<file path="src/rtl/dlat_pkg.sv">
package dlat_pkg;

    parameter int DLAT_TIME_W = 32;
    parameter int DLAT_ROW_W  = 16;

    typedef enum logic [0:0] {
        ST_IDLE   = 1'b0,
        ST_RESULT = 1'b1
    } dlat_state_e;

endpackage

</file>
<file path="src/rtl/dlat_hit_path.sv">
module dlat_hit_path #(
    parameter int TIME_W = 32
) (
    input  logic [TIME_W-1:0] arrival,
    input  logic [TIME_W-1:0] busy_until,
    input  logic [TIME_W-1:0] t_cl,
    output logic [TIME_W-1:0] total_lat,
    output logic [TIME_W-1:0] bank_lat
);

    logic still_busy;

    always_comb begin
        still_busy = busy_until > arrival;
        if (still_busy) begin
            // ride on the in-flight access: no extra bank work
            total_lat = busy_until - arrival;
            bank_lat  = '0;
        end else begin
            total_lat = t_cl;
            bank_lat  = t_cl;
        end
    end

endmodule

</file>
<file path="src/rtl/dlat_miss_path.sv">
module dlat_miss_path #(
    parameter int TIME_W = 32
) (
    input  logic              no_open_row,
    input  logic [TIME_W-1:0] arrival,
    input  logic [TIME_W-1:0] busy_until,
    input  logic [TIME_W-1:0] ras_done,
    input  logic [TIME_W-1:0] act_allowed,
    input  logic [TIME_W-1:0] t_rp,
    input  logic [TIME_W-1:0] t_rcd,
    input  logic [TIME_W-1:0] t_cl,
    output logic [TIME_W-1:0] total_lat,
    output logic [TIME_W-1:0] bank_lat
);

    logic [TIME_W-1:0] close_bound;
    logic [TIME_W-1:0] close_wait;
    logic [TIME_W-1:0] pre_delay;
    logic [TIME_W-1:0] act_cand;
    logic [TIME_W-1:0] act_stall;
    logic [TIME_W-1:0] fixed_part;

    always_comb begin
        close_bound = (busy_until > ras_done) ? busy_until : ras_done;
        close_wait  = (close_bound > arrival) ? (close_bound - arrival) : '0;
        pre_delay   = no_open_row ? '0 : t_rp;
        act_cand    = arrival + close_wait + pre_delay;
        act_stall   = (act_cand < act_allowed) ? (act_allowed - act_cand) : '0;
        fixed_part  = pre_delay + t_rcd + t_cl;
        total_lat   = close_wait + act_stall + fixed_part;
        bank_lat    = fixed_part;
    end

endmodule

</file>
<file path="src/rtl/dlat_estimator.sv">
module dlat_estimator
    import dlat_pkg::*;
#(
    parameter int TIME_W = DLAT_TIME_W,
    parameter int ROW_W  = DLAT_ROW_W
) (
    input  logic              clk,
    input  logic              rst_n,
    input  logic              in_valid,
    input  logic [ROW_W-1:0]  in_req_row,
    input  logic [TIME_W-1:0] in_arrival,
    input  logic [ROW_W-1:0]  in_open_row,
    input  logic [TIME_W-1:0] in_busy_until,
    input  logic [TIME_W-1:0] in_ras_done,
    input  logic [TIME_W-1:0] in_act_allowed,
    input  logic [TIME_W-1:0] in_t_rp,
    input  logic [TIME_W-1:0] in_t_rcd,
    input  logic [TIME_W-1:0] in_t_cl,
    output logic              out_valid,
    output logic              out_row_hit,
    output logic [TIME_W-1:0] out_total_lat,
    output logic [TIME_W-1:0] out_bank_lat
);

    localparam logic [ROW_W-1:0] NO_ROW = {ROW_W{1'b1}};

    dlat_state_e state_q, state_d;

    logic              bank_idle;
    logic              hit;
    logic [TIME_W-1:0] hit_total, hit_bank;
    logic [TIME_W-1:0] miss_total, miss_bank;
    logic [TIME_W-1:0] sel_total, sel_bank;

    assign bank_idle = (in_open_row == NO_ROW);
    assign hit       = !bank_idle && (in_req_row == in_open_row);

    dlat_hit_path #(.TIME_W(TIME_W)) hit_u (
        .arrival    (in_arrival),
        .busy_until (in_busy_until),
        .t_cl       (in_t_cl),
        .total_lat  (hit_total),
        .bank_lat   (hit_bank)
    );

    dlat_miss_path #(.TIME_W(TIME_W)) miss_u (
        .no_open_row (bank_idle),
        .arrival     (in_arrival),
        .busy_until  (in_busy_until),
        .ras_done    (in_ras_done),
        .act_allowed (in_act_allowed),
        .t_rp        (in_t_rp),
        .t_rcd       (in_t_rcd),
        .t_cl        (in_t_cl),
        .total_lat   (miss_total),
        .bank_lat    (miss_bank)
    );

    assign sel_total = hit ? hit_total : miss_total;
    assign sel_bank  = hit ? hit_bank  : miss_bank;

    // next-state: go_result / stay_result / drop_result
    always_comb begin
        state_d = state_q;
        unique case (state_q)
            ST_IDLE:   state_d = in_valid ? ST_RESULT : ST_IDLE;
            ST_RESULT: state_d = in_valid ? ST_RESULT : ST_IDLE;
            default:   state_d = ST_IDLE;
        endcase
    end

    always_ff @(posedge clk or negedge rst_n) begin
        if (!rst_n) begin
            state_q <= ST_IDLE;
        end else begin
            state_q <= state_d;
        end
    end

    always_ff @(posedge clk or negedge rst_n) begin
        if (!rst_n) begin
            out_row_hit   <= 1'b0;
            out_total_lat <= '0;
            out_bank_lat  <= '0;
        end else if (in_valid) begin
            out_row_hit   <= hit;
            out_total_lat <= sel_total;
            out_bank_lat  <= sel_bank;
        end
    end

    assign out_valid = (state_q == ST_RESULT);

endmodule

</file>
<file path="config.mk">
export PLATFORM = sky130hd
export DESIGN_NAME = dlat_estimator
export DESIGN_NICKNAME = d
export VERILOG_FILES = /design/src/rtl/dlat_pkg.sv /design/src/rtl/dlat_hit_path.sv /design/src/rtl/dlat_miss_path.sv /design/src/rtl/dlat_estimator.sv
export SDC_FILE = /design/constraint.sdc
export NUM_CORES = 1
export LEC_CHECK = 0
export ABC_AREA = 1
export BUFFER_PORTS_ARGS = -buffer_cell sky130_fd_sc_hd__buf_2
export CAP_MARGIN = 5
export CORE_ASPECT_RATIO = 1.75
export CORE_MARGIN = 2
export CORE_UTILIZATION = 55
export DETAILED_ROUTE_END_ITERATION = 16
export PLACE_DENSITY = 0.91
export SYNTH_ARGS = -nofsm -noshare
export SYNTH_HDL_FRONTEND = slang
export SYNTH_SLANG_ARGS = --single-unit
</file>
<file path="constraint.sdc">
create_clock -name clk -period 1.13 [get_ports clk]
set_clock_uncertainty 0.2 [all_clocks]
set_input_delay 0.113 -clock clk [delete_from_list [all_inputs] [get_ports clk]]
set_output_delay 0.113 -clock clk [all_outputs]
set_load 0.02 [all_outputs]
</file>
==> run metrics, run 1 <==
top-count cell post-synth=nand2_1; most area-hungry cell type in the Yosys netlist=ha_1; grt ovf=around 2.5k; post-synthesis mux area share=0%; Synth Register Bits=66; top post-synthesis cells by area=ha_1 15%, nand2_1 15%, fa_1 11%; Post-Synth Simple-Gate Area=29.63%; compound-cell area share of the yosys netlist=17.96%; post-DP HPWL=86.50 mm; largest net degree at the start of global routing=39; Netlist cell types=60; outcome=did not finish; top-area cell type share of the netlist area=between 10% and 20%; global-route wire length before repair=265.3 mm; EDFF count, synth=0; most common flop cell mapped by yosys=dfrtp_1; Commonest cells post-synth=702 x nand2_1, 445 x inv_1, 269 x nor2_1; Seq/Total Area, Yosys=9.243%; Starting Density=55.64%; routability congestion estimate=approximately 1.1; Post-Syn Nets=3,379; clk sinks=66; cts bufs inserted=9; post-synthesis cell area=17,870 µm²; asr flop ratio synth=100.0%; syn avg cell area=6.375 µm²; Ports=around 330; Total Routing Usage GR=just under 100%; area share of fa/ha/maj cells after synthesis=26.36%; Cells after Synth=2,803; Fail Step=global routing; row cnt=a little under 90; H-tree Lvls=3; tool error=[ERROR GRT-0116] Global routing finished with congestion. Check the congestion regions in the DRC Viewer.; largest family of logic cells by synthesized area=simple AND/OR/NAND/NOR gates; die span in x=140.3 µm; placement-stage cell area=28,040 µm²; xor/xnor cell area share of the yosys netlist=approximately 6%; clock buffer depth=2; vias in the first global route=41.33k; die span in y=between 200 and 250 µm; root buf cell=clkbuf_16; Buffers on Ports=324; Yosys warnings=0
-- metal layers --
metal  GRT overflow  GRT usage (%)
met1             22          87.24
met2           1898          126.5
met3             23          75.63
met4            563          112.1
met5              5          47.66
-- logic make-up after synthesis --
kind of cell / count (synthesis)
fa+ha+maj: 317
buf+inv: 495
xor+xnor: 123
compound gates: 539
flops: 66
simple gates: 1263
-- per-stage QoR --
step / utilization (%) / instances / setup WS, ns
2_1_floorplan: - / 2803 / -7.422
3_3_place_gp: 87.33 / 4439 / -8.556
3_5_place_dp: 87.33 / 4439 / -9.643
4_1_cts: 96.31 / 4530 / -8.211
-- timing repair --
action,CTS
pin swaps,151
hold buffers,9
gates cloned,3
endpoints found under the setup margin,131
hold endpoints to repair,81
buffers inserted,67
gates resized for setup,393
==> run 2, diff against run 1 <==
CORE_ASPECT_RATIO = unset   (was 1.75)
CORE_UTILIZATION = 40   (was 55)
PLACE_DENSITY = unset   (was 0.91)
PLACE_DENSITY_LB_ADDON = 0.15   (was unset)
==> run metrics, run 2 <==
outcome=finished with violations; failing checks=setup timing; die span in y=215.4 µm (-11%); Finish-stage setup viols=131; DRC viols=0; drt first-iter violations=2,285; clk sinks=66 (unchanged); Startpoint Class=input port; global-route wire length before repair=132.0 mm; fmax=0.1064 GHz; clock buffer depth=2 (unchanged); asr flop ratio synth=100.0% (unchanged); cts bufs inserted=9 (unchanged); top post-synthesis cells by area=ha_1 15%, nand2_1 15%, fa_1 11%; Detail Route Antenna Nets=0; die span in x=215.4 µm (+54%); Critical Path AT=9.43 ns; routability congestion estimate=0.9761 (-14%); post-synthesis cell area=17,870 µm² (unchanged); Tightest Pin Transition=approximately 0.76 ns; CP Data Required Time=1.16 ns; Via density=5.287; CORE AREA=44,120 µm²; grt ovf=0; Slowest cell on crit path=fa_1; Die ar.=around 46,000 µm²; most common flop cell mapped by yosys=dfrtp_1; final slew viol count=0; post-route cell area=33,190 µm²; post-DP HPWL=73.50 mm (-15%); routed via count=25.48k; top-area cell type share of the netlist area=15.27% (unchanged); Commonest cells post-synth=702 x nand2_1, 445 x inv_1, 269 x nor2_1; worst setup margin=-8.270 ns; root buf cell=clkbuf_16; row cnt=77 (-11%); most common cell after layout, fill and taps aside=buf_4; crit share post-route=831.8%; worst skew pair latency=0.34 ns; Max-Cap Viols=0; Post-Syn Nets=3,379 (unchanged); Buffers on Ports=324 (unchanged); Top cell by count, worst path=nand2_2; Seq/Total Area, Yosys=9.243% (unchanged); minimum clock period=9.400 ns; top-count cell post-synth=nand2_1; Netlist cell types=60 (unchanged); Yosys warnings=0 (unchanged); Nets=4,797; H-tree Lvls=3 (unchanged); Final Hold Vio Count=0; vias in the first global route=25.08k; first-pass detailed-route iteration total=7; largest net degree at the start of global routing=67; endpoint type of the worst setup path=register; EDFF count, synth=0 (unchanged); Max-slew headroom=49.29%; Starting Density=40.50% (-15 points); Ports=325 (unchanged); Cells after Synth=2,803 (unchanged); WS Path Type=in -> reg; critical path peak fanout=8; CTS tree=yes; antenna violations before repair=2; Synth Register Bits=66 (unchanged); syn avg cell area=6.375 µm² (unchanged); crit-path max cell delay=between 0.5 and 0.6 ns; Clock transition at path regs=0.06 ns; placement-stage cell area=28,560 µm² (+1.9%); Area growth syn-to-layout=85.77%; share of cells above drive strength 1=about half; Hold Crit Class=in -> reg; highest-count cells in the layout ignoring fill and taps=1,040 x buf_4, 588 x nand2_1, 415 x inv_1; most area-hungry cell type in the Yosys netlist=ha_1; drt wl/cell=19.08 µm; Total Routing Usage GR=36.40%; unrepaired setup endpoints after global routing=true; biggest regs=out_bank_lat: 32 flops, out_total_lat: 32 flops; fillers=3,375; final wirelength=approximately 92 mm
-- run 2: per-stage QoR --
stage / setup WS, ns / cells / hold slack, ns / util (%) / TNS [ns]
2_1_floorplan: -7.422 / 2803 / -0.3826 / - / -283.39
3_3_place_gp: -8.877 / 4675 / -0.05278 / 64.73 / -354.02
3_5_place_dp: -9.082 / 4675 / -0.04905 / 64.73 / -363.72
4_1_cts: -7.886 / 4774 / 0.02368 / 71.02 / -315.09
5_1_grt: -8.674 / 4818 / 0.05142 / 75.22 / -347.57
6_report: -8.270 / 4819 / 0.03242 / 75.23 / -330.30
-- run 2: cell families (layout without fill, tap and decap cells) --
logic type               after synthesis  in the layout  share of synthesized area, %
AND/OR/NAND/NOR                     1263           1264                         29.63
AO/OA/AOI/OAI                        539            539                         17.96
buffers and inverters                495           1917                         10.78
adder cells (fa/ha/maj)              317            317                         26.36
XOR/XNOR                             123            123                         6.029
flip-flops                            66             66                         9.243
other                                  0              1                             0
-- run 2: final timing paths --
path / from / slack (ns) / cells past startpoint / endpoint
worst max-delay path: in_ras_done[29] / -8.27 / 62 / out_total_lat[31]$_DFFE_PN0P_
worst min-delay path: in_t_cl[16] / 0.03 / 4 / out_bank_lat[16]$_DFFE_PN0P_
worst max register to register: out_total_lat[8]$_DFFE_PN0P_ / 0.02 / 3 / out_total_lat[8]$_DFFE_PN0P_
worst min register to register: out_total_lat[14]$_DFFE_PN0P_ / 0.28 / 2 / out_total_lat[14]$_DFFE_PN0P_
max in group asynchronous: rst_n / 0.29 / 3 / out_total_lat[29]$_DFFE_PN0P_
min in group asynchronous: rst_n / 0.11 / 3 / out_total_lat[0]$_DFFE_PN0P_
-- run 2: what timing repair did --
item	4_1_cts	5_1_grt
pin swaps	169	121
setup buffers	71	50
cloned	5	3
gates resized for setup	388	299
hold buffers	11	0
setup endpoints to repair	131	131
hold endpoints to repair	79	0
-- run 2: final cells by class --
cell class,count,area (µm²),share of cell area [%]
Multi-Input combinational cell,2243,17920,54.00
Timing Repair Buffer,1448,10820,32.60
Inverter,452,1758,5.296
Sequential cell,66,1652,4.975
Tap cell,592,740.7,2.231
Clock buffer,13,260.3,0.7840
Clock inverter,3,23.77,0.07162
Timing Repair inverter,1,11.26,0.03392
Antenna cell,1,2.502,0.007539
-- run 2: per-layer routing --
layer / vias to the layer above / share of wire (%) / wire length, µm / GRT usage (%)
met5: - / 0.014 / 13 / 0
met4: 2 / 4.8 / 4369 / 13.89
met3: 261 / 6.7 / 6185 / 3.468
met2: 1150 / 47 / 43640 / 62.70
met1: 12062 / 41 / 37730 / 47.03
li1: 12005 / - / - / -
-- run 2: critical path: cells and delay by family --
kind | cells | cell delay (ns)
buffers and inverters | 14 | 1.91
and+or+nand+nor | 32 | 3.57
xor gates and xnor gates | 1 | 0.17
adders and majority gates | 7 | 2.59
AOI/OAI and AO/OA | 8 | 1.08
Power of run 2 is left out: the tool's default activity adds up to more than one toggle a clock period on the data nets, which glitch-free logic cannot reach.
==> run 3, diff against run 2 <==
CORE_MARGIN = 8   (was 2)
==> run metrics, run 3 (synthesis results as in run 2) <==
share of cells above drive strength 1=45.85% (-3.5 points); n_diodes=0 (-1); worst skew pair latency=0.35 ns (about the same); Tightest Pin Transition=0.7254 ns (-0.03189 ns); crit-path max cell delay=0.55 ns (about the same); Starting Density=40.50% (unchanged); worst setup margin=-7.931 ns (+0.3386 ns); Final Hold Vio Count=1 (+1); root buf cell=clkbuf_16; drt first-iter violations=1,790 (-22%); Finish-stage setup viols=131 (unchanged); Hold Crit Class=in -> reg; failing checks=hold timing, setup timing; highest-count cells in the layout ignoring fill and taps=1,010 x buf_4, 616 x nand2_1, 414 x inv_1; Max-Cap Viols=0 (unchanged); clk sinks=66 (unchanged); final slew viol count=0 (unchanged); crit share post-route=801.9% (-30 points); Startpoint Class=input port; vias in the first global route=24.64k (-1.8%); Via density=5.109 (-3.4%); CTS tree=yes; largest net degree at the start of global routing=67 (unchanged); fmax=0.1104 GHz (+3.7%); outcome=finished with violations; die span in x=227.4 µm (+5.6%); global-route wire length before repair=130.3 mm (-1.3%); routability congestion estimate=0.9853 (+0.94%); Core Util, Final=71.86% (-3.4 points); Area growth syn-to-layout=77.46%; Cells after DPL=4,676 (+0.021%); CP Data Required Time=1.16 ns (about the same); Static Leak=0.01687 µW; endpoint type of the worst setup path=register; Critical Path AT=9.10 ns (-0.33 ns); clock buffer depth=2 (unchanged); grt ovf=0 (unchanged); most common cell after layout, fill and taps aside=buf_4; power per cell area=3799 nW/µm²; Layout Cells excl Fill=4,758 (-1.3%); first-pass detailed-route iteration total=5 (-2); HP Start=in_t_cl[16]; Max-slew headroom=51.29% (+2.0 points); post-DP HPWL=74.99 mm (+2.0%); Slowest cell on crit path=fa_1; final wirelength=87.20 mm (-5.2%); Detail Route Antenna Nets=0 (unchanged); worst hold slack=-0.003655 ns (-0.03608 ns); Ports=325 (unchanged); Max VDD drop=3.219 mV; setup_tns=-317.80 ns (+12.50 ns); antenna violations before repair=0 (-2); critical path peak fanout=10 (+2); Crit. Startpoint=in_busy_until[30]; minimum clock period=9.061 ns (-0.3385 ns); DRC viols=0 (unchanged); biggest regs=out_bank_lat: 32 flops, out_total_lat: 32 flops; drt wl/cell=18.33 µm (-3.9%); row cnt=77 (unchanged); CORE AREA=44,120 µm² (unchanged); H-tree Lvls=3 (unchanged); Nets=4,737 (-1.3%); launching point of the worst reg2reg path=out_total_lat[8]$_DFFE_PN0P_; Die ar.=51,690 µm² (+11%); WS Path Type=in -> reg; routed via count=24.31k (-4.6%); unrepaired setup endpoints after global routing=true; die span in y=227.4 µm (+5.6%); Top cell by count, worst path=nand2_1; Buffers on Ports=324 (unchanged); Total Routing Usage GR=32.45% (-4.0 points); cts bufs inserted=9 (unchanged); Clock transition at path regs=0.05 ns (about the same)
==> run 3: metal layers <==
layer | up-vias | wire, µm | global-route usage [%]
met4 | 0 | 3818 | 13.20
met5 | - | 0 | 0
met1 | 11404 | 37430 | 41.89
met2 | 860 | 40750 | 54.80
met3 | 175 | 5203 | 3.594
li1 | 11870 | - | -
==> run 3: area by class of cell <==
type	instances	area [µm²]
Clock inverter	4	51.30
Timing Repair Buffer	1388	10280
Sequential cell	66	1652
Tap cell	592	740.7
Timing Repair inverter	1	6.256
Clock buffer	12	246.5
Fill cell	3680	12420
Multi-Input combinational cell	2243	16990
Inverter	452	1744
==> run 3: path summary, 6_finish.rpt <==
| path | end | slack (ns) | cells after the start |
|---|---|---|---|
| worst min-delay path | out_bank_lat[16]$_DFFE_PN0P_ | -0.004 | 4 |
| worst min register to register | out_total_lat[12]$_DFFE_PN0P_ | 0.28 | 2 |
| worst max-delay path | out_total_lat[27]$_DFFE_PN0P_ | -7.93 | 65 |
| min in group asynchronous | out_total_lat[1]$_DFFE_PN0P_ | 0.11 | 3 |
| max in group asynchronous | out_bank_lat[24]$_DFFE_PN0P_ | 0.30 | 3 |
| worst max register to register | out_total_lat[8]$_DFFE_PN0P_ | -0.02 | 3 |
==> run 3: metrics by stage <==
stage | power [µW] | instance area, µm² | setup WS, ns
after floorplan | 61260 | 18910 | -7.422
after global placement | 103000 | 28610 | -8.684
after detailed placement | 104400 | 28610 | -8.874
after CTS | 113500 | 30770 | -7.881
after global routing | 130500 | 31710 | -8.438
final | 120500 | 31710 | -7.931
==> run 3: critical path: cells and delay by family <==
| kind | cells | cell delay, ns |
|---|---|---|
| AOI/OAI and AO/OA | 10 | 1.27 |
| xor gates and xnor gates | 1 | 0.17 |
| adders and majority gates | 7 | 2.43 |
| buffers and inverters | 11 | 1.41 |
| and+or+nand+nor | 36 | 3.73 |
==> run 3: what timing repair did <==
action                                 in CTS  in global routing
setup endpoints to repair                 131                131
setup buffers                              43                 12
hold buffers                               11                  0
pin swaps                                  96                 67
endpoints found under the hold margin      80                  0
gates cloned                                3                  1
resized for setup                         313                184
==> run 3: power breakdown <==
part           internal, µW  switching (µW)
combinational         55000           58400
clock                  1770            1080
sequential             3570             679
No activity file was read; power rests on OpenSTA's default activity.
